`config.mk`:
```
export PLATFORM = sky130hd
export DESIGN_NAME = tmds_lane_rx
export DESIGN_NICKNAME = d
export VERILOG_FILES = /design/src/rtl/tmds_lane_rx_pkg.sv /design/src/rtl/tmds_sym_window.sv /design/src/rtl/tmds_sym_decode.sv /design/src/rtl/tmds_align_ctrl.sv /design/src/rtl/tmds_lane_rx.sv
export SDC_FILE = /design/constraint.sdc
export NUM_CORES = 1
export LEC_CHECK = 0
export BUFFER_PORTS_ARGS = -buffer_cell sky130_fd_sc_hd__buf_2
export CORE_UTILIZATION = 45
export CTS_CLUSTER_DIAMETER = 150
export DETAILED_ROUTE_END_ITERATION = 6
export PLACE_DENSITY_LB_ADDON = 0.15
export SLEW_MARGIN = 20
export SYNTH_ARGS = -nofsm -noshare
export SYNTH_HDL_FRONTEND = slang
export SYNTH_HIERARCHICAL = 1
export SYNTH_SLANG_ARGS = --single-unit
```
`constraint.sdc`:
```
create_clock -name clk -period 20.2 [get_ports clk]
set_input_delay 2.02 -clock clk [delete_from_list [all_inputs] [get_ports clk]]
set_output_delay 2.02 -clock clk [all_outputs]
set_load 0.01 [all_outputs]
```
`src/rtl/tmds_lane_rx_pkg.sv`:
```
package tmds_lane_rx_pkg;

  localparam int SYM_W  = 10;
  localparam int BYTE_W = 8;
  localparam int OFFS_W = $clog2(SYM_W);
  localparam int CTL_N  = 4;

  typedef enum logic [1:0] {
    SYM_CTRL = 2'd0,
    SYM_DATA = 2'd1,
    SYM_BAD  = 2'd2
  } sym_cls_e;

  typedef struct packed {
    sym_cls_e            cls;
    logic [BYTE_W-1:0]   byte_val;
    logic [1:0]          ctl;
  } sym_dec_t;

  // Control codeword for a given pair of control bits.
  function automatic logic [SYM_W-1:0] ctl_code(input logic [1:0] c);
    logic [SYM_W-1:0] r;
    case (c)
      2'b00:   r = 10'h354;
      2'b01:   r = 10'h0AB;
      2'b10:   r = 10'h154;
      default: r = 10'h2AB;
    endcase
    return r;
  endfunction

endpackage

```
`src/rtl/tmds_sym_window.sv`:
```
module tmds_sym_window
  import tmds_lane_rx_pkg::*;
(
  input  logic              clk,
  input  logic              rst_n,
  input  logic [SYM_W-1:0]  word_i,
  input  logic [OFFS_W-1:0] offs_i,
  output logic [SYM_W-1:0]  sym_o
);

  localparam int PAIR_W = 2 * SYM_W - 1;

  logic [SYM_W-1:0]  prev_q;
  logic [SYM_W-1:0]  prev_d;
  logic [PAIR_W-1:0] pair;
  logic [SYM_W-1:0]  cand [SYM_W];

  assign prev_d = word_i;

  always_ff @(posedge clk or negedge rst_n) begin
    if (!rst_n) begin
      prev_q <= '0;
    end else begin
      prev_q <= prev_d;
    end
  end

  // Top bit of the current word is never inside any window.
  assign pair = {word_i[SYM_W-2:0], prev_q};

  for (genvar k = 0; k < SYM_W; k++) begin : g_rot
    assign cand[k] = pair[k +: SYM_W];
  end

  always_comb begin
    sym_o = cand[0];
    for (int k = 1; k < SYM_W; k++) begin
      if (offs_i == OFFS_W'(k)) begin
        sym_o = cand[k];
      end
    end
  end

endmodule

```
`src/rtl/tmds_sym_decode.sv`:
```
module tmds_sym_decode
  import tmds_lane_rx_pkg::*;
(
  input  logic [SYM_W-1:0] sym_i,
  output sym_dec_t         dec_o
);

  localparam int ONES_W = $clog2(BYTE_W + 1);

  logic [BYTE_W-1:0] chained;
  logic [BYTE_W-1:0] plain;
  logic [ONES_W-1:0] ones;
  logic              use_xor;
  logic              want_xor;
  logic              ctl_hit;
  logic [1:0]        ctl_val;

  // Undo the conditional inversion.
  assign chained = sym_i[SYM_W-1] ? ~sym_i[BYTE_W-1:0] : sym_i[BYTE_W-1:0];
  assign use_xor = sym_i[BYTE_W];

  // Undo the XOR / XNOR chaining.
  always_comb begin
    plain[0] = chained[0];
    for (int i = 1; i < BYTE_W; i++) begin
      plain[i] = use_xor ? (chained[i] ^ chained[i-1])
                         : ~(chained[i] ^ chained[i-1]);
    end
  end

  always_comb begin
    ones = '0;
    for (int i = 0; i < BYTE_W; i++) begin
      ones = ones + ONES_W'(plain[i]);
    end
  end

  // The chaining choice an encoder would have made for this byte.
  assign want_xor = !((ones > ONES_W'(BYTE_W / 2)) ||
                      ((ones == ONES_W'(BYTE_W / 2)) && !plain[0]));

  always_comb begin
    ctl_hit = 1'b0;
    ctl_val = 2'b00;
    for (int c = 0; c < CTL_N; c++) begin
      if (sym_i == ctl_code(2'(c))) begin
        ctl_hit = 1'b1;
        ctl_val = 2'(c);
      end
    end
  end

  always_comb begin
    dec_o.byte_val = '0;
    dec_o.ctl      = '0;
    if (ctl_hit) begin
      dec_o.cls = SYM_CTRL;
      dec_o.ctl = ctl_val;
    end else if (want_xor == use_xor) begin
      dec_o.cls      = SYM_DATA;
      dec_o.byte_val = plain;
    end else begin
      dec_o.cls = SYM_BAD;
    end
  end

endmodule

```
`src/rtl/tmds_align_ctrl.sv`:
```
module tmds_align_ctrl
  import tmds_lane_rx_pkg::*;
#(
  parameter int LOCK_RUN  = 8,
  parameter int TIMEOUT   = 64,
  parameter int ERR_LIMIT = 4
) (
  input  logic              clk,
  input  logic              rst_n,
  input  logic              is_ctrl_i,
  input  logic              is_bad_i,
  input  logic              vsync_i,
  output logic [OFFS_W-1:0] offs_o,
  output logic              lock_o
);

  localparam int RUN_W = (LOCK_RUN  > 1) ? $clog2(LOCK_RUN)      : 1;
  localparam int TO_W  = (TIMEOUT   > 1) ? $clog2(TIMEOUT)       : 1;
  localparam int ERR_W = $clog2(ERR_LIMIT + 2);

  logic [OFFS_W-1:0] offs_q, offs_d;
  logic              lock_q, lock_d;
  logic [RUN_W-1:0]  run_q,  run_d;
  logic [TO_W-1:0]   to_q,   to_d;
  logic [ERR_W-1:0]  err_q,  err_d;
  logic              vs_q,   vs_d;
  logic              frame_start;

  assign frame_start = is_ctrl_i && vsync_i && !vs_q;

  always_comb begin
    offs_d = offs_q;
    lock_d = lock_q;
    run_d  = run_q;
    to_d   = to_q;
    err_d  = err_q;
    vs_d   = is_ctrl_i ? vsync_i : vs_q;

    if (!lock_q) begin
      err_d = '0;
      if (is_ctrl_i) begin
        to_d = '0;
        if (run_q == RUN_W'(LOCK_RUN - 1)) begin
          lock_d = 1'b1;
          run_d  = '0;
        end else begin
          run_d = run_q + 1'b1;
        end
      end else begin
        run_d = '0;
        if (to_q == TO_W'(TIMEOUT - 1)) begin
          to_d   = '0;
          offs_d = (offs_q == OFFS_W'(SYM_W - 1)) ? '0 : offs_q + 1'b1;
        end else begin
          to_d = to_q + 1'b1;
        end
      end
    end else begin
      if (frame_start) begin
        err_d = '0;
      end else if (is_bad_i) begin
        if (err_q == ERR_W'(ERR_LIMIT)) begin
          lock_d = 1'b0;
          err_d  = '0;
          run_d  = '0;
          to_d   = '0;
        end else begin
          err_d = err_q + 1'b1;
        end
      end
    end
  end

  always_ff @(posedge clk or negedge rst_n) begin
    if (!rst_n) begin
      offs_q <= '0;
      lock_q <= 1'b0;
      run_q  <= '0;
      to_q   <= '0;
      err_q  <= '0;
      vs_q   <= 1'b0;
    end else begin
      offs_q <= offs_d;
      lock_q <= lock_d;
      run_q  <= run_d;
      to_q   <= to_d;
      err_q  <= err_d;
      vs_q   <= vs_d;
    end
  end

  assign offs_o = offs_q;
  assign lock_o = lock_q;

endmodule

```
`src/rtl/tmds_lane_rx.sv`:
```
module tmds_lane_rx
  import tmds_lane_rx_pkg::*;
#(
  parameter int LOCK_RUN  = 8,
  parameter int TIMEOUT   = 64,
  parameter int ERR_LIMIT = 4
) (
  input  logic        clk,
  input  logic        rst_n,
  input  logic [9:0]  word_i,
  output logic        locked_o,
  output logic        de_o,
  output logic [7:0]  data_o,
  output logic [1:0]  ctrl_o
);

  logic [SYM_W-1:0]  sym_w;
  sym_dec_t          dec_w;
  logic [OFFS_W-1:0] offs_w;
  logic              lock_w;
  logic              sym_is_ctrl;
  logic              sym_is_bad;

  logic              de_q,   de_d;
  logic [BYTE_W-1:0] data_q, data_d;
  logic [1:0]        ctrl_q, ctrl_d;

  tmds_sym_window u_window (
    .clk    (clk),
    .rst_n  (rst_n),
    .word_i (word_i),
    .offs_i (offs_w),
    .sym_o  (sym_w)
  );

  tmds_sym_decode u_decode (
    .sym_i (sym_w),
    .dec_o (dec_w)
  );

  assign sym_is_ctrl = (dec_w.cls == SYM_CTRL);
  assign sym_is_bad  = (dec_w.cls == SYM_BAD);

  tmds_align_ctrl #(
    .LOCK_RUN  (LOCK_RUN),
    .TIMEOUT   (TIMEOUT),
    .ERR_LIMIT (ERR_LIMIT)
  ) u_align (
    .clk       (clk),
    .rst_n     (rst_n),
    .is_ctrl_i (sym_is_ctrl),
    .is_bad_i  (sym_is_bad),
    .vsync_i   (dec_w.ctl[1]),
    .offs_o    (offs_w),
    .lock_o    (lock_w)
  );

  always_comb begin
    de_d   = lock_w && (dec_w.cls == SYM_DATA);
    data_d = de_d ? dec_w.byte_val : '0;
    ctrl_d = (lock_w && sym_is_ctrl) ? dec_w.ctl : 2'b00;
  end

  always_ff @(posedge clk or negedge rst_n) begin
    if (!rst_n) begin
      de_q   <= 1'b0;
      data_q <= '0;
      ctrl_q <= 2'b00;
    end else begin
      de_q   <= de_d;
      data_q <= data_d;
      ctrl_q <= ctrl_d;
    end
  end

  assign locked_o = lock_w;
  assign de_o     = de_q;
  assign data_o   = data_q;
  assign ctrl_o   = ctrl_q;

endmodule

```
Yosys cells after proc, flatten, opt, wreduce, memory -nomap -nowiden
Index checks and enable logic that the tools add are counted.
Widths: inputs -> output; s select.
{"block": "op_classes", "n_addsub": 11, "n_lt_le_gt_ge": 1, "eq_ne": 24, "mux": 54, "n_bitwise": 17, "reduce_logical": 12}
{"op": "$mux 10", "n": 9}
{"op": "$mux 6", "n": 6}
{"op": "$mux 8", "n": 4}
{"op": "$mux 3", "n": 10}
{"op": "$add 4x1->4", "n": 6}
{"op": "$eq 10x10->1 const B", "n": 2}
{"op": "$eq 4x3->1 const B", "n": 5}
{"op": "$mux 1", "n": 18}
{"op": "$mux 2", "n": 6}
{"op": "$eq 10x8->1 const B", "n": 1}
{"op": "$eq 10x9->1 const B", "n": 1}
{"op": "$not 1->1", "n": 9}
{"op": "$eq 4x2->1 const B", "n": 2}
{"op": "$eq 4x4->1 const B", "n": 2}
{"op": "$not 8->8", "n": 1}
{"op": "$xor 1x1->1", "n": 7}
{"op": "$add 3x1->3 const B", "n": 2}
{"op": "$add 6x1->6 const B", "n": 1}
{"op": "$eq 3x3->1 const B", "n": 2}
{"op": "$eq 6x6->1 const B", "n": 1}
{"op": "$ne 2x2->1 const B", "n": 3}
{"op": "$reduce_and 3->1", "n": 2}
{"op": "$logic_and 1x1->1", "n": 5}
{"op": "$add 4x1->4 const B", "n": 1}
{"op": "other kinds (11)", "n": 13}
{"block": "word_totals", "regBits": 39, "inputBits": 12, "elab_cells": 129}

Logic depth before layout (Yosys ltp)
Gate-level depths: netlist of the first run.
{"block": "depth", "word_depth": 34, "depth_mapped": 25}

By module
The synthesis of the first run kept the hierarchy.
{"mod": "tmds_sym_window", "n_inst": 1, "cells_each": 230, "area_per_inst_um2": 1596.5, "seq_area_each_um2": 250.2}
{"mod": "tmds_align_ctrl", "n_inst": 1, "cells_each": 89, "area_per_inst_um2": 933.4, "seq_area_each_um2": 450.4}
{"mod": "tmds_sym_decode", "n_inst": 1, "cells_each": 54, "area_per_inst_um2": 465.4, "seq_area_each_um2": 0.0}
{"mod": "tmds_lane_rx", "n_inst": 1, "cells_each": 27, "area_per_inst_um2": 425.4, "seq_area_each_um2": 275.3}

Least setup slack after synthesis of the first run
Ideal clock, no wire load.
{"block": "synth_timing", "kind": "in2reg", "startpoint": "input word_i[0]", "endpoint": "register u_align.to_q[5]", "setup_ns": 0.124, "arrival_ns": 7.636, "slack_ns": 12.440, "cell_stages": 23, "path_buffers": 3, "cell_sequence": "clkbuf_1 > nand2_1 > o22a_1 > o21ai_1 > o2bb2ai_1 > a22oi_1 > buf_2 > xor2_1 > xor2_1 > fa_1 > fa_1 > fa_1 > inv_1 > ha_1 > fa_1 > o31a_1 > o211ai_4 > nor2b_1 > buf_6 > nor2b_1 > nand3_1 > o21a_1 > a211o_1"}
{"element": "from (decl)", "line": "tmds_lane_rx.sv:10", "rtl": "input logic [9:0] word_i,"}
{"element": "to (signal assigned)", "line": "tmds_align_ctrl.sv:86", "rtl": "to_q <= to_d;"}
{"element": "to (decl)", "line": "tmds_align_ctrl.sv:24", "rtl": "logic [TO_W-1:0] to_q, to_d;"}

==> results of run 1 <==
metal layers:
metal	vias up	GRT usage
met5	-	0
met4	0	0.0563
met3	8	0.0443
met2	124	0.342
met1	1538	0.355
li1	1490	-
layout make-up:
cell class                 count  area [um^2]  area share
multi-input combinational    308         2190       0.604
sequential                    39          976       0.269
timing repair buffer          28          153      0.0421
tap                           99          124      0.0342
clock buffer                   5         68.8      0.0190
inverter                      18         67.6      0.0187
clock inverter                 3         46.3      0.0128
through the flow:
stage | worst slack [ns] | power [W] | hold slack, ns | area (um^2)
after detailed placement | 11.40 | 0.000225 | 0.501 | 3510
after global placement | 11.63 | 0.000222 | 0.494 | 3510
after global routing | 11.20 | 0.000314 | 0.541 | 3620
after floorplan | 12.44 | 0.000206 | 0.477 | 3420
after CTS | 11.70 | 0.000294 | 0.528 | 3620
final | 11.73 | 0.000292 | 0.525 | 3620
flip-flops by register name, summed over array words and instances, names as in the netlist:
register         cells
de_o                 1
u_align/to_q         6
u_align/err_q        3
u_align/lock_o       1
data_o               8
u_align/offs_o       4
u_align/run_q        3
u_window/prev_q     10
u_align/vs_q         1
ctrl_o               2
worst max path at each step:
stage / startpoint / end / slack, ns / cells past startpoint
finish: word_i[0] / u_align/to_q[2] / 11.73 / 21
global route: word_i[0] / u_align/to_q[2] / 11.20 / 21
CTS: word_i[0] / u_align/to_q[2] / 11.70 / 21
detailed placement: word_i[0] / u_align/to_q[2] / 11.40 / 21
global placement: word_i[0] / u_align/to_q[2] / 11.63 / 21
floorplan: word_i[0] / u_align/to_q[5] / 12.44 / 23
layout by cell type (no fill, tap or decap), drive strengths merged, types with 5 or more instances in the layout:
| cell | Yosys | layout |
|---|---|---|
| a21oi | 27 | 27 |
| a22o | 8 | 8 |
| a31oi | 8 | 8 |
| and4b | 8 | 8 |
| buf | 22 | 28 |
| clkbuf | 13 | 5 |
| dfrtp | 39 | 39 |
| ha | 10 | 10 |
| inv | 18 | 19 |
| mux2i | 7 | 7 |
| nand2 | 30 | 30 |
| nand2b | 5 | 5 |
| nand3 | 10 | 10 |
| nor2 | 20 | 20 |
| nor2b | 15 | 15 |
| nor3 | 9 | 9 |
| o211ai | 5 | 5 |
| o21ai | 33 | 33 |
| o221ai | 7 | 7 |
| o22ai | 7 | 7 |
| xnor2 | 12 | 12 |
worst register-to-register path, cell delays in order, from the launching register on:
cell	delay, ns
dfrtp_1	0.46
buf_4	0.49
nor4b_2	0.49
a22oi_1	0.16
o21ai_1	0.12
o2bb2ai_1	0.08
a22oi_1	0.76
xor2_1	0.33
xor2_1	0.26
fa_1	0.48
fa_1	0.52
fa_1	0.54
inv_1	0.04
ha_1	0.21
fa_1	0.48
o31a_1	0.35
o211ai_4	0.30
nor2b_1	0.56
nor2b_1	0.42
nand3_1	0.15
o21ai_0	0.41
a31oi_1	0.15
logic make-up after synthesis:
logic type / share of synthesized area
mux: 0.0238
xor+xnor: 0.0410
flops: 0.285
buf+inv: 0.0753
simple gates: 0.234
fa+ha+maj: 0.0600
compound gates: 0.281
power by group through the flow:
| stage | clock network, W | logic, W | registers [W] |
|---|---|---|---|
| after floorplan | 0 | 0.000112 | 0.0000938 |
| after detailed placement | 0 | 0.000128 | 0.0000970 |
| after global routing | 0.0000730 | 0.000144 | 0.0000976 |
| after global placement | 0 | 0.000125 | 0.0000970 |
| final | 0.0000685 | 0.000128 | 0.0000961 |
| after CTS | 0.0000700 | 0.000128 | 0.0000958 |
==> summary.txt, run 1 <==
STATUS
---------------------------------------------------------------------------------
Status                                                               finished clean

LAYOUT
---------------------------------------------------------------------------------
Syn-to-layout area delta                                                    5.89%
Total number of nets in the final design                                      426
Layout Utilization                                                          0.497
Ant diodes                                                                      0
Fillcell total                                                                726
Post-route insts no fill                                                      500
Proportion of layout cells with a drive suffix above 1                      0.142

PWR
---------------------------------------------------------------------------------
Power per unit of standard cell area                                 80.7 nW/um^2
Cell leakage power                                                        1.55 nW
Combinational power share                                                   0.437
Power share of the clock group                                              0.234
Int Power                                                              0.000178 W
Switching portion of total power                                            0.390
Power dissipated by switching net loads                                0.000114 W
Register share of total power                                               0.329
Worst supply voltage drop on vdd                                          46.5 uV

CLOCK TREE
---------------------------------------------------------------------------------
Hold_buf cts                                                                    0
TritonCTS clock tree                                                        built
Latest clock arrival within the worst-skew pair                           0.30 ns
Maximum root-to-sink buffer count                                               2
CTS Buf Count                                                                   5
CTS H-tree depth                                                                2
Setup Buffers After CTS                                                         0
Register clock-pin slew on the reported worst setup and hold paths        0.09 ns
Root Buffer                                                              clkbuf_8
Clk sinks                                                                      39
Resized Gates After CTS                                                         0

WORST SETUP PATH
---------------------------------------------------------------------------------
CP endpoint kind                                                             flop
Family with the most delay on the worst path                         compound AO/OA/AOI/OAI gates
Launch instance of the worst register-to-register path               u_align/offs_o[0]
Cell chain of the critical path                                      buf_2, nand2_1, o22a_1, o21ai_1, o2bb2ai_1, a22oi_1, xor2_1, xor2_1, fa_1, fa_1, fa_1, inv_1, ha_1, fa_1, o31a_1, o211ai_4, nor2b_1, nor2b_1, nand3_1, o21ai_0, a31oi_1
Most frequent CP cell                                                        fa_1
Worst reg2reg path depth                                                       21
Delay contributed by the slowest stage of the critical path               0.76 ns
Critical path startpoint category                                       input pin
Critical setup path kind                                             input pin to flop
Worst reg2reg setup slack                                                12.31 ns
Combined buffer and inverter count along the critical path                      2
Signal arrival time at the worst endpoint                                 8.64 ns
Max FO, Critical Path                                                          13
Cell at the slowest stage of the critical path                            a22oi_1
Endpoint of the lowest-slack register-to-register path               u_align/to_q[2]
Required arrival time at the worst endpoint                              20.36 ns

LOGIC SYNTHESIS
---------------------------------------------------------------------------------
List of most frequent post-synthesis cells                           dfrtp_1 (39), nand2_1 (30), o21ai_0 (28)
Number of instances in the synthesized netlist                                400
Average cell area after synthesis                                       8.55 um^2
Synth unique cells                                                             79
Mapped Nets                                                                   426
Synthesis warning total                                                         6
Flops & latches, synth                                                         39
Most common flop cell mapped by yosys                                     dfrtp_1
Part of the Yosys area used for sequential elements                         0.285
Summed instance area of the synthesized netlist                         3420 um^2
Top area cells in the synthesized netlist                            dfrtp_1 (29%), o21ai_0 (4.1%), a21oi_1 (4.0%)
EDFF count, synth                                                               0
Synth async-reset ratio                                                      1.00
Cell taking the most area after synthesis                                 dfrtp_1
Dominant cell by count in the synthesized netlist                         dfrtp_1
Synth top area share                                                        0.285

ROUTE
---------------------------------------------------------------------------------
Final routed wire length divided by cell count                            17.7 um
Iter 0 DRT Violations                                                         465
Drt pass-1 iters                                                                5
Wl on met1                                                                4170 um
Total number of vias                                                        3,160
Number of nets with antenna violations after routing                            0
Routed via count divided by cell count                                       6.32
Routed length on met3                                                      651 um
Topmost layer with routed signal wires                                       met4
Number of DRC violations after detailed routing                                 0
Routed wire length on met2                                                3940 um
Total Wirelength                                                          8860 um

HOLD PATH
---------------------------------------------------------------------------------
Hold-critical path endpoint                                          u_align/run_q[1]
Source of the worst hold timing path                                 u_align/run_q[1]
Number of instances on the worst hold path                                      1
Classification of the worst-slack hold path                          flop to flop

TIMING
---------------------------------------------------------------------------------
Tightest slew margin relative to the limit                                  0.341
RSZ-0062 raised after global routing                                           no
Layout Skew                                                            0.00996 ns
Setup total negative slack                                                   0 ns
Pins over their slew limit                                                      0
Transition time at the pin with the least slew margin                    0.989 ns
Final critical-path required period                                       8.47 ns
Crit share post-route                                                       0.419
Count of final hold-check violations                                            0
Upper clock frequency limit                                               118 MHz
Count of endpoints failing setup in the final report                            0

GRT
---------------------------------------------------------------------------------
GRT Overall Usage                                                           0.234
Total global routing overflow                                                   0
Antenna violations before repair                                                0
Number of global-route vias before repair                                   2,869
Maximum number of pins on one net before global-route repair                   62
Wire length of the first global-routing pass                            14,300 um

FLOORPLANNING
---------------------------------------------------------------------------------
Area of the die                                                         7950 um^2
Top-level port count                                                           24
Die Y-Extent                                                              89.2 um
CORE AREA                                                               7290 um^2
Floorplan row count                                                            31
Chip width                                                                89.2 um
Initial core utilization                                                    0.469

PLACE
---------------------------------------------------------------------------------
Last weighted congestion value of the routability-driven placer             0.847
Instance count after placement with tap cells included                        492
Detailed-placement wirelength estimate                                    6120 um
IO Port Bufs                                                                   23

FLOW RUN
---------------------------------------------------------------------------------
Max cap viols                                                                   0

Note: power is estimated with default switching activity, not from simulation.
==> inputs of run 2 (changes only) <==
- clock period: 20.2 -> 6.9 ns (I/O delays scaled with it)
==> run 2 against run 1 <==
Effect of this change: non-clock buffer count increased by 15; core utilization increased by 2.5 points; power increased to 3.0 times the previous value; cell count rose by 3.0%; first-iteration DRC count shrank 40%; critical path depth is the same; hold slack lost 0.023 ns; register-to-register slack lost 12 ns; worst setup slack worse by 11 ns; routed wire length shrank 1.6%; critical endpoint is now u_align/to_q[5]; largest cell class unchanged; largest power group unchanged; highest routed layer unchanged.
==> summary.txt, run 2 (same netlist as run 1, synthesis figures left out) <==
STATUS
---------------------------------------------------------------------------------
Status                                                               finished clean

CLOCK TREE
---------------------------------------------------------------------------------
Register clock-pin slew on the reported worst setup and hold paths        0.08 ns
Latest clock arrival within the worst-skew pair                           0.29 ns
Maximum root-to-sink buffer count                                               2
TritonCTS clock tree                                                        built
Clk sinks                                                                      39
Root Buffer                                                              clkbuf_8
Hold_buf cts                                                                    0
Resized Gates After CTS                                                         0
CTS H-tree depth                                                                2
Setup Buffers After CTS                                                         0
CTS Buf Count                                                                   5

TIMING
---------------------------------------------------------------------------------
Fin worst setup slack                                                    0.378 ns
Crit share post-route                                                       0.945
Final worst hold slack                                                   0.502 ns
Final critical-path required period                                       6.52 ns
Pins over their slew limit                                                      0
Upper clock frequency limit                                               153 MHz
Count of endpoints failing setup in the final report                            0
RSZ-0062 raised after global routing                                           no
Layout Skew                                                             0.0124 ns
Count of final hold-check violations                                            0
Transition time at the pin with the least slew margin                    0.890 ns
Tightest slew margin relative to the limit                                  0.406
Setup total negative slack                                                   0 ns

ROUTE
---------------------------------------------------------------------------------
Drt pass-1 iters                                                                5
Number of DRC violations after detailed routing                                 0
Total number of vias                                                        3,122
Total Wirelength                                                          8720 um
Number of nets with antenna violations after routing                            0
Iter 0 DRT Violations                                                         280
Routed via count divided by cell count                                       6.06
Final routed wire length divided by cell count                            16.9 um

LAYOUT
---------------------------------------------------------------------------------
Commonest cells after routing, fill and taps aside                   dfrtp_1 (36), nand2_1 (30), a21oi_1 (27), o21ai_0 (27), buf_2 (23)
Number of flip-flops under the largest register name                           10
Proportion of layout cells with a drive suffix above 1                      0.195
Ant diodes                                                                      0
FF/Latch Area                                                            980 um^2
Fin area                                                                3800 um^2
Total number of nets in the final design                                      441
Register with the most flip-flops                                    u_window/prev_q
Most common cell after layout, fill and taps aside                        dfrtp_1
Fillcell total                                                                717
Layout Utilization                                                          0.522
Syn-to-layout area delta                                                    11.2%
Area taken by multi-input logic gates                                   2230 um^2

PWR
---------------------------------------------------------------------------------
Register share of total power                                               0.314
Power dissipated by switching net loads                                0.000337 W
Cell leakage power                                                        1.64 nW
Int Power                                                              0.000553 W
Power share of the clock group                                              0.217
Worst supply voltage drop on vdd                                           145 uV
Switching portion of total power                                            0.379
Combinational power share                                                   0.469
Power per unit of standard cell area                                  234 nW/um^2

GRT
---------------------------------------------------------------------------------
Maximum number of pins on one net before global-route repair                   40
Wire length of the first global-routing pass                            14,100 um
Antenna violations before repair                                                0
Total global routing overflow                                                   0
GRT Overall Usage                                                           0.230
Number of global-route vias before repair                                   2,749

FLOORPLANNING
---------------------------------------------------------------------------------
Area of the die                                                         7950 um^2
Chip width                                                                89.2 um
CORE AREA                                                               7290 um^2
Top-level port count                                                           24
Initial core utilization                                                    0.469
Die Y-Extent                                                              89.2 um
Floorplan row count                                                            31

PLACE
---------------------------------------------------------------------------------
Detailed-placement wirelength estimate                                    6490 um
Area post-placement                                                     3640 um^2
Setup WS pre-CTS                                                        0.0441 ns
Last weighted congestion value of the routability-driven placer             0.945
IO Port Bufs                                                                   23

WORST SETUP PATH
---------------------------------------------------------------------------------
Critical setup path kind                                             flop to flop
Signal arrival time at the worst endpoint                                 6.70 ns
Critical path startpoint category                                            flop
Required arrival time at the worst endpoint                               7.08 ns
Max FO, Critical Path                                                          19
CP endpoint kind                                                             flop

HOLD PATH
---------------------------------------------------------------------------------
Classification of the worst-slack hold path                          input pin to flop

FLOW RUN
---------------------------------------------------------------------------------
Max cap viols                                                                   0

[run 2: area by class of cell]
type                    instances  share of cell area
repair buffers                 43              0.0773
inverters                      18              0.0178
clock buffers                   5              0.0181
flip-flops and latches         39               0.257
multi-input cells             308               0.585
well taps                      99              0.0326
clock inverters                 3              0.0115
[run 2: metal layers]
metal	wire [um]	track usage	vias to the layer above
li1	-	-	1518
met1	4250	0.353	1482
met2	3780	0.335	108
met3	542	0.0323	14
met4	147	0.0606	0
met5	0	0	-
[run 2: final timing paths]
check                      slack (ns)  cells past startpoint              start                  to
max in group asynchronous        5.78                      1              rst_n   u_align/offs_o[2]
min in group asynchronous        0.51                      1              rst_n  u_window/prev_q[9]
min reg2reg                      0.52                      1   u_align/run_q[1]    u_align/run_q[1]
max reg2reg                      0.38                     21  u_align/offs_o[1]     u_align/to_q[5]
min                              0.50                      1          word_i[9]  u_window/prev_q[9]
max                              0.38                     21  u_align/offs_o[1]     u_align/to_q[5]
[run 2: power groups by stage]
| stage | registers (W) | clock network, W | logic (W) |
|---|---|---|---|
| 3_3_place_gp | 0.000283 | 0 | 0.000396 |
| 3_5_place_dp | 0.000283 | 0 | 0.000407 |
| 2_1_floorplan | 0.000275 | 0 | 0.000327 |
| 5_1_grt | 0.000283 | 0.000208 | 0.000471 |
| 4_1_cts | 0.000279 | 0.000200 | 0.000408 |
| 6_report | 0.000280 | 0.000193 | 0.000418 |
[run 2: per-stage QoR]
step	cells	power, W
floorplan	400	0.000602
global placement	507	0.000678
detailed placement	507	0.000689
CTS	515	0.000887
global route	515	0.000962
finish	515	0.000891
[run 2: critical path: stages, from the launching register on]
cell and delay, ns:
dfrtp_2 0.59, or4bb_1 0.44, a31o_1 0.24, o211ai_2 0.06
a21oi_1 0.12, o22ai_2 0.26, xor2_1 0.28, xor2_1 0.28
fa_1 0.50, fa_1 0.54, fa_1 0.55, inv_1 0.04
ha_1 0.21, fa_1 0.47, o31a_1 0.34, o211ai_4 0.31
nor2_1 0.12, buf_4 0.18, nor2b_1 0.16, nand3_1 0.13
o21a_1 0.27, a211o_1 0.31
==> inputs of run 3 (changes only) <==
- PLACE_DENSITY: default -> 0.65
- PLACE_DENSITY_LB_ADDON: 0.15 -> default
==> run 3 against run 2 <==
Effect of this change: fmax about the same; routed wire length up 0.54%; global-route usage up 0.36 points; power up 3.6%; design area down 0.76%; die area unchanged; first-iteration DRC count up 5.4%; cell count up 0.39%; via count up 2.6%; combinational power up 2%; worst setup slack better by 0.0051 ns; sequential power about the same; critical path type unchanged; critical endpoint is now u_align/offs_o[3]; largest cell class unchanged; largest power group unchanged.
==> summary.txt, run 3 (same netlist as run 1, synthesis figures left out) <==
STATUS
---------------------------------------------------------------------------------
Status                                                               finished clean

TIMING
---------------------------------------------------------------------------------
Count of final hold-check violations                                            0
Transition time at the pin with the least slew margin                    0.848 ns
Pins over their slew limit                                                      0
Fin worst setup slack                                                    0.383 ns
Upper clock frequency limit                                               153 MHz
Tightest slew margin relative to the limit                                  0.435
Final critical-path required period                                       6.52 ns
RSZ-0062 raised after global routing                                           no
Count of endpoints failing setup in the final report                            0
Setup total negative slack                                                   0 ns
Final worst hold slack                                                   0.511 ns
Layout Skew                                                            0.00850 ns
Crit share post-route                                                       0.945

LAYOUT
---------------------------------------------------------------------------------
Proportion of layout cells with a drive suffix above 1                      0.187
Total number of nets in the final design                                      443
Number of flip-flops under the largest register name                           10
Syn-to-layout area delta                                                    10.4%
Ant diodes                                                                      0
Register with the most flip-flops                                    u_window/prev_q
Most common cell after layout, fill and taps aside                        dfrtp_1
Post-route insts no fill                                                      517
Commonest cells after routing, fill and taps aside                   dfrtp_1 (36), nand2_1 (30), a21oi_1 (27), o21ai_0 (27), buf_2 (23)
Fin area                                                                3780 um^2

PLACE
---------------------------------------------------------------------------------
Instance count after placement with tap cells included                        509
Setup WS pre-CTS                                                         0.198 ns
IO Port Bufs                                                                   23
Area post-placement                                                     3630 um^2
Detailed-placement wirelength estimate                                    6390 um
Last weighted congestion value of the routability-driven placer             0.900

GRT
---------------------------------------------------------------------------------
Total global routing overflow                                                   0
Number of global-route vias before repair                                   2,875
Wire length of the first global-routing pass                            14,200 um
Maximum number of pins on one net before global-route repair                   40
GRT Overall Usage                                                           0.233
Antenna violations before repair                                                0

WORST SETUP PATH
---------------------------------------------------------------------------------
Required arrival time at the worst endpoint                               7.07 ns
Cell at the slowest stage of the critical path                               fa_1
Signal arrival time at the worst endpoint                                 6.69 ns
Max FO, Critical Path                                                          23
Delay contributed by the slowest stage of the critical path               0.54 ns
Critical path startpoint category                                            flop
Launch instance of the worst register-to-register path               u_align/offs_o[2]
Critical setup path kind                                             flop to flop
Most frequent CP cell                                                        fa_1
Beginning of the critical path                                       u_align/offs_o[2]
Cell chain of the critical path                                      buf_4, or4bb_1, a31o_1, o211ai_2, a21oi_1, o22ai_2, xor2_1, xor2_1, fa_1, fa_1, fa_1, inv_1, ha_1, fa_1, o311ai_2, o211ai_4, nor2b_1, buf_4, nor2_2, and4bb_4, a41o_1, a22o_1
CP endpoint kind                                                             flop

CLOCK TREE
---------------------------------------------------------------------------------
CTS H-tree depth                                                                2
Setup Buffers After CTS                                                         0
Latest clock arrival within the worst-skew pair                           0.29 ns
Hold_buf cts                                                                    0
Clk sinks                                                                      39
Maximum root-to-sink buffer count                                               2
Register clock-pin slew on the reported worst setup and hold paths        0.07 ns
CTS Buf Count                                                                   5
TritonCTS clock tree                                                        built
Root Buffer                                                              clkbuf_8
Resized Gates After CTS                                                         0

FLOW RUN
---------------------------------------------------------------------------------
Max cap viols                                                                   0

ROUTE
---------------------------------------------------------------------------------
Final routed wire length divided by cell count                            16.9 um
Total Wirelength                                                          8760 um
Number of nets with antenna violations after routing                            0
Number of DRC violations after detailed routing                                 0
Routed via count divided by cell count                                       6.19
Iter 0 DRT Violations                                                         295
Drt pass-1 iters                                                                7
Total number of vias                                                        3,202

FLOORPLANNING
---------------------------------------------------------------------------------
Die Y-Extent                                                              89.2 um
CORE AREA                                                               7290 um^2
Floorplan row count                                                            31
Chip width                                                                89.2 um
Initial core utilization                                                    0.469
Top-level port count                                                           24
Area of the die                                                         7950 um^2

PWR
---------------------------------------------------------------------------------
Power per unit of standard cell area                                  244 nW/um^2
Cell leakage power                                                        1.64 nW
Worst supply voltage drop on vdd                                           213 uV

HOLD PATH
---------------------------------------------------------------------------------
Classification of the worst-slack hold path                          input pin to flop
Source of the worst hold timing path                                    word_i[9]

==> run 3: through the flow <==
step	power, W	util
5_1_grt	0.000989	0.518
6_report	0.000923	0.518
3_3_place_gp	0.000690	0.498
3_5_place_dp	0.000701	0.498
4_1_cts	0.000925	0.517
2_1_floorplan	0.000602	-
==> run 3: area by class of cell <==
cell class,instances,area (um^2)
clock buffers,6,72.6
clock inverters,2,60.1
fillers,684,3520
inverters,18,67.6
multi-input cells,308,2190
flip-flops and latches,39,980
well taps,99,124
repair buffers,45,280
==> run 3: critical path, delay by kind of cell (launching register included) <==
| kind | cells | cell delay [ns] |
|---|---|---|
| DFF | 1 | 0.40 |
| buffers and inverters | 3 | 0.44 |
| AOI/OAI and AO/OA | 8 | 1.60 |
| adders and majority gates | 5 | 2.25 |
| and+or+nand+nor | 4 | 1.19 |
| xor gates and xnor gates | 2 | 0.54 |
==> run 3: worst paths after layout <==
check	to	slack, ns	depth (start not counted)
max in group asynchronous	u_align/offs_o[3]	5.80	1
worst min-delay path	u_window/prev_q[9]	0.51	1
min in group asynchronous	u_window/prev_q[0]	0.52	1
worst max-delay path	u_align/offs_o[3]	0.38	22
worst min register to register	u_align/run_q[1]	0.52	1
worst max register to register	u_align/offs_o[3]	0.38	22
==> run 3: routing by layer <==
layer  share of wire  vias to the layer above  global-route usage  routed length, um
li1                -                     1520                   -                  -
met1            0.45                     1513               0.332               3920
met2            0.46                      143               0.353               4030
met3           0.067                       26              0.0388                583
met4           0.026                        0              0.0924                224
met5               0                        -                   0                  0
==> run 3: power by group <==
| group | switching (W) | internal [W] |
|---|---|---|
| clock | 0.0000748 | 0.000144 |
| sequential | 0.0000268 | 0.000252 |
| combinational | 0.000231 | 0.000194 |
